### src/rtl/coh_pkg.sv
package coh_pkg;

   typedef enum logic [1:0] {
      LS_I = 2'd0,
      LS_S = 2'd1,
      LS_E = 2'd2
   } line_st_t;

   typedef enum logic [1:0] {
      BC_NONE   = 2'd0,
      BC_RDMISS = 2'd1,
      BC_WRMISS = 2'd2,
      BC_WBACK  = 2'd3
   } bus_cmd_t;

   typedef enum logic [2:0] {
      CS_IDLE,
      CS_ARB,
      CS_WB,
      CS_ISSUE,
      CS_WAIT
   } ctl_st_t;

endpackage

### src/rtl/coh_tag_array.sv
module coh_tag_array
   import coh_pkg::*;
#(
   parameter int AW   = 16,
   parameter int IDXW = 3
) (
   input  logic                clk,
   input  logic                rst_n,
   input  logic [IDXW-1:0]     a_idx,
   output line_st_t            a_st,
   output logic [AW-IDXW-1:0]  a_tag,
   input  logic [IDXW-1:0]     b_idx,
   output line_st_t            b_st,
   output logic [AW-IDXW-1:0]  b_tag,
   input  logic                cw_we,
   input  logic [IDXW-1:0]     cw_idx,
   input  line_st_t            cw_st,
   input  logic [AW-IDXW-1:0]  cw_tag,
   input  logic                sw_we,
   input  logic [IDXW-1:0]     sw_idx,
   input  line_st_t            sw_st
);
   localparam int NL = 1 << IDXW;
   localparam int TW = AW - IDXW;

   line_st_t        st_v  [NL];
   logic [TW-1:0]   tag_v [NL];

   for (genvar i = 0; i < NL; i++) begin : g_line
      line_st_t      st_q;
      logic [TW-1:0] tag_q;
      // the snoop port wins over the processor port on the same line
      always_ff @(posedge clk or negedge rst_n) begin
         if (!rst_n) begin
            st_q  <= LS_I;
            tag_q <= '0;
         end else if (sw_we && sw_idx == IDXW'(i)) begin
            st_q <= sw_st;
         end else if (cw_we && cw_idx == IDXW'(i)) begin
            st_q  <= cw_st;
            tag_q <= cw_tag;
         end
      end
      assign st_v[i]  = st_q;
      assign tag_v[i] = tag_q;
   end

   assign a_st  = st_v[a_idx];
   assign a_tag = tag_v[a_idx];
   assign b_st  = st_v[b_idx];
   assign b_tag = tag_v[b_idx];

endmodule

### src/rtl/coh_data_store.sv
module coh_data_store #(
   parameter int IDXW      = 3,
   parameter int DW        = 32,
   parameter bit ZERO_INIT = 1'b1
) (
   input  logic            clk,
   input  logic            rst_n,
   input  logic            we,
   input  logic [IDXW-1:0] widx,
   input  logic [DW-1:0]   wdata,
   input  logic [IDXW-1:0] a_idx,
   output logic [DW-1:0]   a_data,
   input  logic [IDXW-1:0] b_idx,
   output logic [DW-1:0]   b_data
);
   localparam int NL = 1 << IDXW;

   logic [DW-1:0] mem_q [NL];

   generate
      if (ZERO_INIT) begin : g_zero
         always_ff @(posedge clk or negedge rst_n) begin
            if (!rst_n) begin
               for (int i = 0; i < NL; i++) mem_q[i] <= '0;
            end else if (we) begin
               mem_q[widx] <= wdata;
            end
         end
      end else begin : g_plain
         always_ff @(posedge clk) begin
            if (we) mem_q[widx] <= wdata;
         end
      end
   endgenerate

   assign a_data = mem_q[a_idx];
   assign b_data = mem_q[b_idx];

endmodule

### src/rtl/coh_snoop.sv
module coh_snoop
   import coh_pkg::*;
#(
   parameter int AW   = 16,
   parameter int IDXW = 3
) (
   input  logic               snp_valid,
   input  logic [1:0]         snp_cmd,
   input  logic [AW-1:0]      snp_addr,
   input  line_st_t           line_st,
   input  logic [AW-IDXW-1:0] line_tag,
   output logic               hit,
   output logic               upd_we,
   output line_st_t           upd_st,
   output logic               supply
);
   logic is_rd, is_wr;

   assign is_rd = snp_cmd == BC_RDMISS;
   assign is_wr = snp_cmd == BC_WRMISS;
   assign hit   = snp_valid && (is_rd || is_wr) && line_st != LS_I
                  && line_tag == snp_addr[AW-1:IDXW];

   always_comb begin
      upd_we = 1'b0;
      upd_st = line_st;
      supply = 1'b0;
      if (hit) begin
         if (is_wr) begin
            upd_we = 1'b1;
            upd_st = LS_I;
            supply = line_st == LS_E;
         end else if (line_st == LS_E) begin
            upd_we = 1'b1;
            upd_st = LS_S;
            supply = 1'b1;
         end
      end
   end

endmodule

### src/rtl/coh_ctrl.sv
module coh_ctrl
   import coh_pkg::*;
#(
   parameter int AW   = 16,
   parameter int DW   = 32,
   parameter int IDXW = 3
) (
   input  logic               clk,
   input  logic               rst_n,
   input  logic               cpu_req,
   input  logic               cpu_we,
   input  logic [AW-1:0]      cpu_addr,
   input  logic [DW-1:0]      cpu_wdata,
   output logic               cpu_ready,
   input  line_st_t           line_st,
   input  logic [AW-IDXW-1:0] line_tag,
   input  logic [DW-1:0]      line_data,
   input  logic               snp_hit,
   input  logic [IDXW-1:0]    snp_idx,
   output logic               tw_we,
   output line_st_t           tw_st,
   output logic [AW-IDXW-1:0] tw_tag,
   output logic               dw_we,
   output logic [DW-1:0]      dw_data,
   output logic               bus_req,
   input  logic               bus_gnt,
   output logic               bus_valid,
   output logic [1:0]         bus_cmd,
   output logic [AW-1:0]      bus_addr,
   output logic [DW-1:0]      bus_data,
   input  logic               mem_ack,
   input  logic [DW-1:0]      mem_rdata
);
   ctl_st_t state_q, state_d;

   logic [IDXW-1:0]    idx;
   logic [AW-IDXW-1:0] ctag;
   logic               hit, conflict, victim_dirty;

   assign idx          = cpu_addr[IDXW-1:0];
   assign ctag         = cpu_addr[AW-1:IDXW];
   assign hit          = line_st != LS_I && line_tag == ctag;
   assign conflict     = snp_hit && snp_idx == idx;
   assign victim_dirty = line_st == LS_E && line_tag != ctag;

   always_ff @(posedge clk or negedge rst_n) begin
      if (!rst_n) state_q <= CS_IDLE;
      else        state_q <= state_d;
   end

   always_comb begin
      state_d   = state_q;
      cpu_ready = 1'b0;
      tw_we     = 1'b0;
      tw_st     = LS_I;
      tw_tag    = ctag;
      dw_we     = 1'b0;
      dw_data   = cpu_wdata;
      bus_req   = 1'b0;
      bus_valid = 1'b0;
      bus_cmd   = BC_NONE;
      bus_addr  = '0;
      bus_data  = '0;
      unique case (state_q)
         CS_IDLE: begin
            if (cpu_req && !conflict) begin
               if (hit && (!cpu_we || line_st == LS_E)) begin
                  cpu_ready = 1'b1;
                  dw_we     = cpu_we;
               end else begin
                  state_d = CS_ARB;
               end
            end
         end
         CS_ARB: begin
            bus_req = 1'b1;
            if (conflict)     state_d = CS_IDLE;
            else if (bus_gnt) state_d = victim_dirty ? CS_WB : CS_ISSUE;
         end
         CS_WB: begin
            bus_req   = 1'b1;
            bus_valid = 1'b1;
            bus_cmd   = BC_WBACK;
            bus_addr  = {line_tag, idx};
            bus_data  = line_data;
            tw_we     = 1'b1;
            tw_st     = LS_I;
            tw_tag    = line_tag;
            state_d   = CS_ISSUE;
         end
         CS_ISSUE: begin
            bus_req   = 1'b1;
            bus_valid = 1'b1;
            bus_cmd   = cpu_we ? BC_WRMISS : BC_RDMISS;
            bus_addr  = cpu_addr;
            state_d   = CS_WAIT;
         end
         CS_WAIT: begin
            bus_req = 1'b1;
            if (mem_ack) begin
               tw_we   = 1'b1;
               tw_st   = cpu_we ? LS_E : LS_S;
               dw_we   = 1'b1;
               dw_data = mem_rdata;
               state_d = CS_IDLE;
            end
         end
         default: state_d = CS_IDLE;
      endcase
   end

endmodule

### src/rtl/coh_cache.sv
module coh_cache
   import coh_pkg::*;
#(
   parameter int AW        = 16,
   parameter int DW        = 32,
   parameter int IDXW      = 3,
   parameter bit ZERO_INIT = 1'b1
) (
   input  logic          clk,
   input  logic          rst_n,
   input  logic          cpu_req,
   input  logic          cpu_we,
   input  logic [AW-1:0] cpu_addr,
   input  logic [DW-1:0] cpu_wdata,
   output logic          cpu_ready,
   output logic [DW-1:0] cpu_rdata,
   output logic          bus_req,
   input  logic          bus_gnt,
   output logic          bus_valid,
   output logic [1:0]    bus_cmd,
   output logic [AW-1:0] bus_addr,
   output logic [DW-1:0] bus_data,
   input  logic          mem_ack,
   input  logic [DW-1:0] mem_rdata,
   input  logic          snp_valid,
   input  logic [1:0]    snp_cmd,
   input  logic [AW-1:0] snp_addr,
   output logic          snp_wb,
   output logic [DW-1:0] snp_wb_data
);
   localparam int TW = AW - IDXW;

   generate
      if (IDXW < 1 || IDXW >= AW) begin : g_bad_idx
         $error("coh_cache: IDXW must be at least 1 and below AW");
      end
      if (DW < 1) begin : g_bad_dw
         $error("coh_cache: DW must be positive");
      end
   endgenerate

   line_st_t        a_st, b_st, cw_st, sw_st;
   logic [TW-1:0]   a_tag, b_tag, cw_tag;
   logic            cw_we, sw_we, dw_we, s_hit, s_supply;
   logic [DW-1:0]   dw_data, a_data, b_data;

   coh_tag_array #(.AW(AW), .IDXW(IDXW)) u_tags (
      .clk    (clk),
      .rst_n  (rst_n),
      .a_idx  (cpu_addr[IDXW-1:0]),
      .a_st   (a_st),
      .a_tag  (a_tag),
      .b_idx  (snp_addr[IDXW-1:0]),
      .b_st   (b_st),
      .b_tag  (b_tag),
      .cw_we  (cw_we),
      .cw_idx (cpu_addr[IDXW-1:0]),
      .cw_st  (cw_st),
      .cw_tag (cw_tag),
      .sw_we  (sw_we),
      .sw_idx (snp_addr[IDXW-1:0]),
      .sw_st  (sw_st)
   );

   coh_data_store #(.IDXW(IDXW), .DW(DW), .ZERO_INIT(ZERO_INIT)) u_data (
      .clk    (clk),
      .rst_n  (rst_n),
      .we     (dw_we),
      .widx   (cpu_addr[IDXW-1:0]),
      .wdata  (dw_data),
      .a_idx  (cpu_addr[IDXW-1:0]),
      .a_data (a_data),
      .b_idx  (snp_addr[IDXW-1:0]),
      .b_data (b_data)
   );

   coh_snoop #(.AW(AW), .IDXW(IDXW)) u_snoop (
      .snp_valid (snp_valid),
      .snp_cmd   (snp_cmd),
      .snp_addr  (snp_addr),
      .line_st   (b_st),
      .line_tag  (b_tag),
      .hit       (s_hit),
      .upd_we    (sw_we),
      .upd_st    (sw_st),
      .supply    (s_supply)
   );

   coh_ctrl #(.AW(AW), .DW(DW), .IDXW(IDXW)) u_ctrl (
      .clk       (clk),
      .rst_n     (rst_n),
      .cpu_req   (cpu_req),
      .cpu_we    (cpu_we),
      .cpu_addr  (cpu_addr),
      .cpu_wdata (cpu_wdata),
      .cpu_ready (cpu_ready),
      .line_st   (a_st),
      .line_tag  (a_tag),
      .line_data (a_data),
      .snp_hit   (s_hit),
      .snp_idx   (snp_addr[IDXW-1:0]),
      .tw_we     (cw_we),
      .tw_st     (cw_st),
      .tw_tag    (cw_tag),
      .dw_we     (dw_we),
      .dw_data   (dw_data),
      .bus_req   (bus_req),
      .bus_gnt   (bus_gnt),
      .bus_valid (bus_valid),
      .bus_cmd   (bus_cmd),
      .bus_addr  (bus_addr),
      .bus_data  (bus_data),
      .mem_ack   (mem_ack),
      .mem_rdata (mem_rdata)
   );

   assign cpu_rdata   = a_data;
   assign snp_wb      = s_supply;
   assign snp_wb_data = s_supply ? b_data : '0;

endmodule

### config.mk
export PLATFORM = sky130hd
export DESIGN_NAME = coh_cache
export DESIGN_NICKNAME = d
export VERILOG_FILES = /design/src/rtl/coh_pkg.sv /design/src/rtl/coh_tag_array.sv /design/src/rtl/coh_data_store.sv /design/src/rtl/coh_snoop.sv /design/src/rtl/coh_ctrl.sv /design/src/rtl/coh_cache.sv
export SDC_FILE = /design/constraint.sdc
export NUM_CORES = 1
export LEC_CHECK = 0
export BUFFER_PORTS_ARGS = -buffer_cell sky130_fd_sc_hd__buf_2
export CAP_MARGIN = 20
export CORE_MARGIN = 2
export CORE_UTILIZATION = 35
export CTS_CLUSTER_SIZE = 10
export DETAILED_ROUTE_END_ITERATION = 6
export HOLD_SLACK_MARGIN = 0.06
export PLACE_DENSITY = 0.57
export SYNTH_ARGS = -nofsm -noshare
export SYNTH_HDL_FRONTEND = slang
export SYNTH_HIERARCHICAL = 1
export SYNTH_SLANG_ARGS = --single-unit
### constraint.sdc
create_clock -name clk -period 6.4 [get_ports clk]
set_input_delay 0.96 -clock clk [delete_from_list [all_inputs] [get_ports clk]]
set_output_delay 0.96 -clock clk [all_outputs]
set_load 0.02 [all_outputs]
Word level (Yosys, flattened, before mapping)
Index checks and enable logic that the tools add are counted.
Word-level totals
  flip-flop bits (word level): 379
  bits of input ports: 105
  output and inout port bits: 118
  word-level logic and storage cells: 193
Cells by class
  order comparisons: 3
  equal/unequal tests: 30
  multiplexer cells: 72
  bitwise gates (word level): 10
  reductions and logical operators: 53
Operators with widths (count)
  32-bit two-way mux: 9
  256-bit bitwise mux: 1
  32-bit binary-select mux with 3-bit select: 2
  32-bit demux with 3-bit select: 1
  13-bit binary-select mux with 3-bit select: 2
  13-bit two-way mux: 5
  2-bit two-way mux: 26
  16-bit case mux with 2 select lines: 1
  3-bit equality test (second input constant): 9
  13-bit equality test: 2
  1-bit logical AND: 25
  2-bit nonzero test: 10
  3-bit by 2-bit equality test with 1-bit output (second input constant): 6
  2-bit AND reduction: 8
  3-bit two-way mux: 5
  3-bit case mux with 5 select lines: 1
  1-bit two-way mux: 14
  13-bit != test: 1
  2-bit binary-select mux with 3-bit select: 2
  3-bit by 1-bit equality test with 1-bit output (second input constant): 3
  3-bit logical NOT: 3
  4-bit >= comparator (second input constant): 2
  1-bit NOT: 8
  3-bit NOT with 4-bit output: 2
  other kinds (14): 20

Longest topological paths before layout
  depth after elaboration: 12
  gate-level depth with buffers: 16

Cells and area by module
Netlist, hierarchy kept.
Modules (own cells, without submodules)
  coh_data_store: instances 1, cells each 779, area each 13713.2 um2, sequential area each 6406.1 um2
  coh_tag_array: instances 1, cells each 414, area each 6951.7 um2, sequential area each 3002.9 um2
  coh_ctrl: instances 1, cells each 245, area each 1463.9 um2, sequential area each 75.1 um2
  coh_cache: instances 1, cells each 35, area each 255.2 um2, sequential area each 0.0 um2
  coh_snoop: instances 1, cells each 27, area each 215.2 um2, sequential area each 0.0 um2

Least setup slack after synthesis
OpenSTA, ideal clock, no wires.
  kind: input-to-reg
  start point: input port cpu_addr[0]
  end point: register u_data/mem_q[193] (netlist bit)
  setup time: 125 ps
  arrival: 4578 ps
  required time: 6275 ps
  setup slack: 1697 ps
  stages on the path: 13
  cell sequence: buf_2 mux4_2 mux2_2 xor2_1 nor4_2 nand4_1 a2111oi_2 a31o_1 buf_2 nor4bb_1 clkbuf_2 buf_4 mux2_2
On the way
  cells in the longest elaborated chain, start to end: 10
RTL lines
  start: declaration: line coh_cache.sv:13  | input logic [AW-1:0] cpu_addr,
  3-bit NOT with 4-bit output (implied by the code): line coh_tag_array.sv:49  | assign a_tag = tag_v[a_idx];
  13-bit binary-select mux with 3-bit select: line coh_tag_array.sv:49
  13-bit two-way mux (implied by the code) (2 in series): line coh_tag_array.sv:49
  via a_tag[7]: line coh_cache.sv:43  | logic [TW-1:0] a_tag, b_tag, cw_tag;
  13-bit equality test: line coh_ctrl.sv:42  | assign hit = line_st != LS_I && line_tag == ctag;
  1-bit logical AND: line coh_ctrl.sv:42
  1-bit logical AND: line coh_ctrl.sv:67  | if (hit && (!cpu_we || line_st == LS_E)) begin
  1-bit two-way mux: line coh_ctrl.sv:67
  1-bit two-way mux: line coh_ctrl.sv:66  | if (cpu_req && !conflict) begin
  1-bit case mux with 2 select lines: line coh_ctrl.sv:64  | unique case (state_q)
  via dw_we: line coh_cache.sv:44  | logic cw_we, sw_we, dw_we, s_hit, s_supply;
  end signal: indexed assignment: line coh_data_store.sv:26  | mem_q[widx] <= wdata;
  end: declaration: line coh_data_store.sv:18  | logic [DW-1:0] mem_q [NL];
The timed path passes the listed nets, and every way through them passes these cells. The select of a mux whose other input is x is not followed.
A chain may end at the register's enable or synchronous reset.

Worst setup path after layout
  start point: input port snp_addr[1]
  end point: output port snp_wb_data[0]
RTL lines
  start: declaration: line coh_cache.sv:27  | input logic [AW-1:0] snp_addr,
  3-bit NOT with 4-bit output (implied by the code): line coh_tag_array.sv:51  | assign b_tag = tag_v[b_idx];
  13-bit binary-select mux with 3-bit select: line coh_tag_array.sv:51
  13-bit two-way mux (implied by the code) (2 in series): line coh_tag_array.sv:51
  via b_tag[2]: line coh_cache.sv:43
  13-bit equality test: line coh_snoop.sv:22  | && line_tag == snp_addr[AW-1:IDXW];
  1-bit logical AND: line coh_snoop.sv:22
  via s_hit: line coh_cache.sv:44
  1-bit two-way mux: line coh_snoop.sv:28  | if (hit) begin
  32-bit two-way mux: line coh_cache.sv:119  | assign snp_wb_data = s_supply ? b_data : '0;
  end: declaration: line coh_cache.sv:29  | output logic [DW-1:0] snp_wb_data
The timed path passes the listed nets, and every way through them passes these cells. The select of a mux whose other input is x is not followed.

==> flow_metrics.tcl <==
set metrics [dict create \
    period_share_pct 83.8 \
    final.setup.tns_ns 0 \
    track_usage_pct 18.5 \
    initial_utilization_pct 35.2 \
    gp_congestion 0.767 \
    post-route-drc-count 0 \
    final_cells 2560 \
    ys_types 54 \
    first_global_vias 15025 \
    status "finished clean" \
    hold_viol_final 0 \
    vdd_ir_drop_max_uv 212 \
    ant_nets 0 \
    cp-start-kind "input pin" \
    hold_buffers 0 \
    synth_flop_cell "dfrtp_1" \
    ys_ff_latch 379 \
    reg2reg_depth 13 \
    postPlaceCellArea_um2 24400 \
    grt_max_degree 157 \
    use_met1_pct 24.7 \
    syn_avg_cell_area_um2 15.1 \
    worst_pin_slew_ns 1.04 \
    cts_root_buffer "clkbuf_16" \
    wirelength_um 61900 \
    crit_path_end "snp_wb_data[0]" \
    io_pins 223 \
    slew-limit-headroom_pct 30.5 \
    grtUsageMet3_pct 2.76 \
    yosys_warnings 6 \
    numCtsBuffers 46 \
    clock_latency_ns 0.59 \
    async_flop_share_pct 100 \
    maxCapViolCount 0 \
    critPathLaunch "snp_addr[1]" \
    coreArea_um2 64100 \
    vias 13985 \
    post-dp-hpwl_um 37300 \
    fin_nets 1793 \
    yosys-top-cells-area "dfrtp_1 42%, mux2_2 18%, mux4_2 11%, mux4_1 9.3%, mux2_4 5.3%" \
    crit_buf_inv 3 \
    tritoncts "done" \
    wl_per_cell_um 24.2 \
    reg2reg_slack_ns 2.00 \
    clock_skew_ns 0.0245 \
    ys_seq_area_share_pct 42.0 \
    die_w_um 258 \
    drive_gt1_share_pct 54.5 \
    crit_chain "buf_4 > mux4_2 > mux2_2 > xor2_1 > nor4_1 > o2111ai_1 > nor3_2 > and3_2 > buf_12 > and2_2 > buf_2" \
    dr.pass1.iters 7 \
    clk_pin_slew_worst_paths_ns 0.05 \
    busiest_layer "met2" \
    syn_nets 1606 \
    r2r_start "u_tags/g_line[7].tag_q[6]" \
    critical_path_cell_count 11 \
    syn_inst 1500 \
    finalPower_mw 9.52 \
    max_freq_ghz 0.187 \
    slowest_delay_ns 0.57 \
    buffer_ports.inserted 222 \
    hold_slack_ns 0.417 \
    ctsResizeCount 0 \
    synthesis.area_um2 22600 \
    period_minus_slack_ns 5.36 \
    via_per_inst 5.46 \
    reg2reg_to "u_data/mem_q[62]" \
    power.density_nw_per_um2 369 \
    register_area_um2 9480 \
    setup_ws_ns 1.04 \
    critPathArrivalTime_ns 4.40 \
    die_h_um 258 \
    rows 93 \
    setup_viol 0 \
    postCtsSetupRepairBufs 0 \
    cp_top_family "simple AND/OR/NAND/NOR gates" \
    die_area_um2 66600 \
    yosysTopAreaCell "dfrtp_1" \
    cp-end-kind "output port" \
    rsz0062_at_grt "no" \
    pre_cts_slack_ns 0.903 \
    htree_num_levels 2 \
    worstPathMaxFanout 42 \
    grt_overflow 0 \
    crit_type "in -> out" \
    utilization_pct 40.2 \
    cts_sinks 379 \
    grt_pass1_wl_um 94000 \
    cts_max_path_buffers 3 \
    placed_cells 2494 \
    fill_cells 5911 \
    stdcell_area_um2 25800 \
    synth_edf_count 0 \
    synth_top_area_share_pct 42.0 \
    drt_first_iter_violations 831 \
    crit_slowest_cell "buf_4" \
    area_growth_pct 14.1 \
    slew_violations 0 \
    multiInputGateArea_um2 12400 \
    use_met2_pct 31.3 \
    hold_class "in -> async" \
    power_leakage_nw 12.6 \
    grt_antenna_before_repair 1 \
    worstPathRequired_ns 5.44 \
]
[how the worst min path moves through the flow]
| stage | start | end | slack [ns] | cells after the start |
|---|---|---|---|---|
| after floorplan | u_data/mem_q[112] | u_data/mem_q[112] | 0.46 | 1 |
| after global placement | u_data/mem_q[114] | u_data/mem_q[114] | 0.48 | 1 |
| after detailed placement | u_data/mem_q[116] | u_data/mem_q[116] | 0.49 | 1 |
| after CTS | rst_n | u_data/mem_q[215] | 0.46 | 1 |
| after global routing | rst_n | u_data/mem_q[119] | 0.48 | 1 |
| final | rst_n | u_data/mem_q[119] | 0.42 | 1 |
[power breakdown]
| part | leakage, nW | total (mW) | switching (mW) | internal, mW |
|---|---|---|---|---|
| clock | 0.652 | 2.40 | 1.01 | 1.39 |
| combinational | 6.83 | 3.23 | 1.32 | 1.90 |
| sequential | 5.10 | 3.89 | 0.620 | 3.27 |
| total | 12.6 | 9.52 | 2.96 | 6.56 |
[worst reg2reg max path, cell delays in order, from the launching register on]
cell	delay [ns]
dfrtp_1	0.41
mux4_2	0.46
mux2_2	0.29
xor2_1	0.15
nor4_1	0.46
o2111ai_1	0.24
nor3_2	0.36
nand4_1	0.21
nand2_1	0.16
a2111oi_2	0.05
a31o_1	0.35
nand4b_1	0.15
buf_4	0.55
mux2_2	0.44
[registers in the layout (all words and copies together), names as in the netlist]
register and count:
u_ctrl/state_q 3, u_data/mem_q 256, u_tags/g_line.st_q 16, u_tags/g_line.tag_q 104
[cells by family (layout without fill, tap and decap cells)]
| kind of cell | count (synthesis) | after routing | synth area share, % |
|---|---|---|---|
| buffers and inverters | 119 | 323 | 3.22 |
| other | 0 | 1 | 0 |
| AOI/OAI and AO/OA | 30 | 30 | 0.858 |
| xor gates and xnor gates | 30 | 30 | 1.16 |
| adders and majority gates | 1 | 1 | 0.0554 |
| DFF | 379 | 379 | 42.0 |
| and+or+nand+nor | 256 | 256 | 6.74 |
| muxes | 685 | 685 | 46.0 |
[area by class of cell]
type | instances | share of cell area, %
Tap cell | 855 | 4.15
Antenna cell | 1 | 0.00970
Multi-Input combinational cell | 1002 | 48.2
Timing Repair Buffer | 254 | 5.56
Clock buffer | 58 | 4.79
Sequential cell | 379 | 36.8
Clock inverter | 7 | 0.427
Inverter | 4 | 0.0582
[cell usage in the layout (no fill, tap or decap), types with 4 or more instances in the layout]
cell	count
xnor2_1	13
buf_4	32
o21ai_0	8
nand4b_1	9
and2_2	33
mux2i_1	30
nor2_1	26
clkbuf_16	46
xor2_1	17
mux4_1	80
dfrtp_1	379
clkbuf_8	4
nand2_1	107
nand4_1	7
a21oi_1	11
buf_12	4
mux2_2	365
mux2_4	80
clkbuf_1	8
nand2b_1	5
mux4_2	108
nor2b_4	4
mux2_1	22
and2_1	35
buf_2	215
[metal layers]
metal  routed length (um)  vias up
met1                27400     7439
met5                    0        -
met4                 1480        0
li1                     -     6115
met3                 2550       91
met2                30500      340
[synthesized netlist by cell type (all sizes together), types with 3 or more instances]
library cell / instances
a21oi: 11
and2: 68
and4bb: 6
buf: 86
clkbuf: 29
dfrtp: 379
inv: 4
mux2: 467
mux2i: 30
mux4: 188
nand2: 107
nand2b: 9
nand4: 7
nand4b: 9
nor2: 27
nor2b: 5
nor4: 3
nor4b: 3
nor4bb: 4
o21ai: 10
xnor2: 13
xor2: 17
No activity file was read; power rests on OpenSTA's default activity.
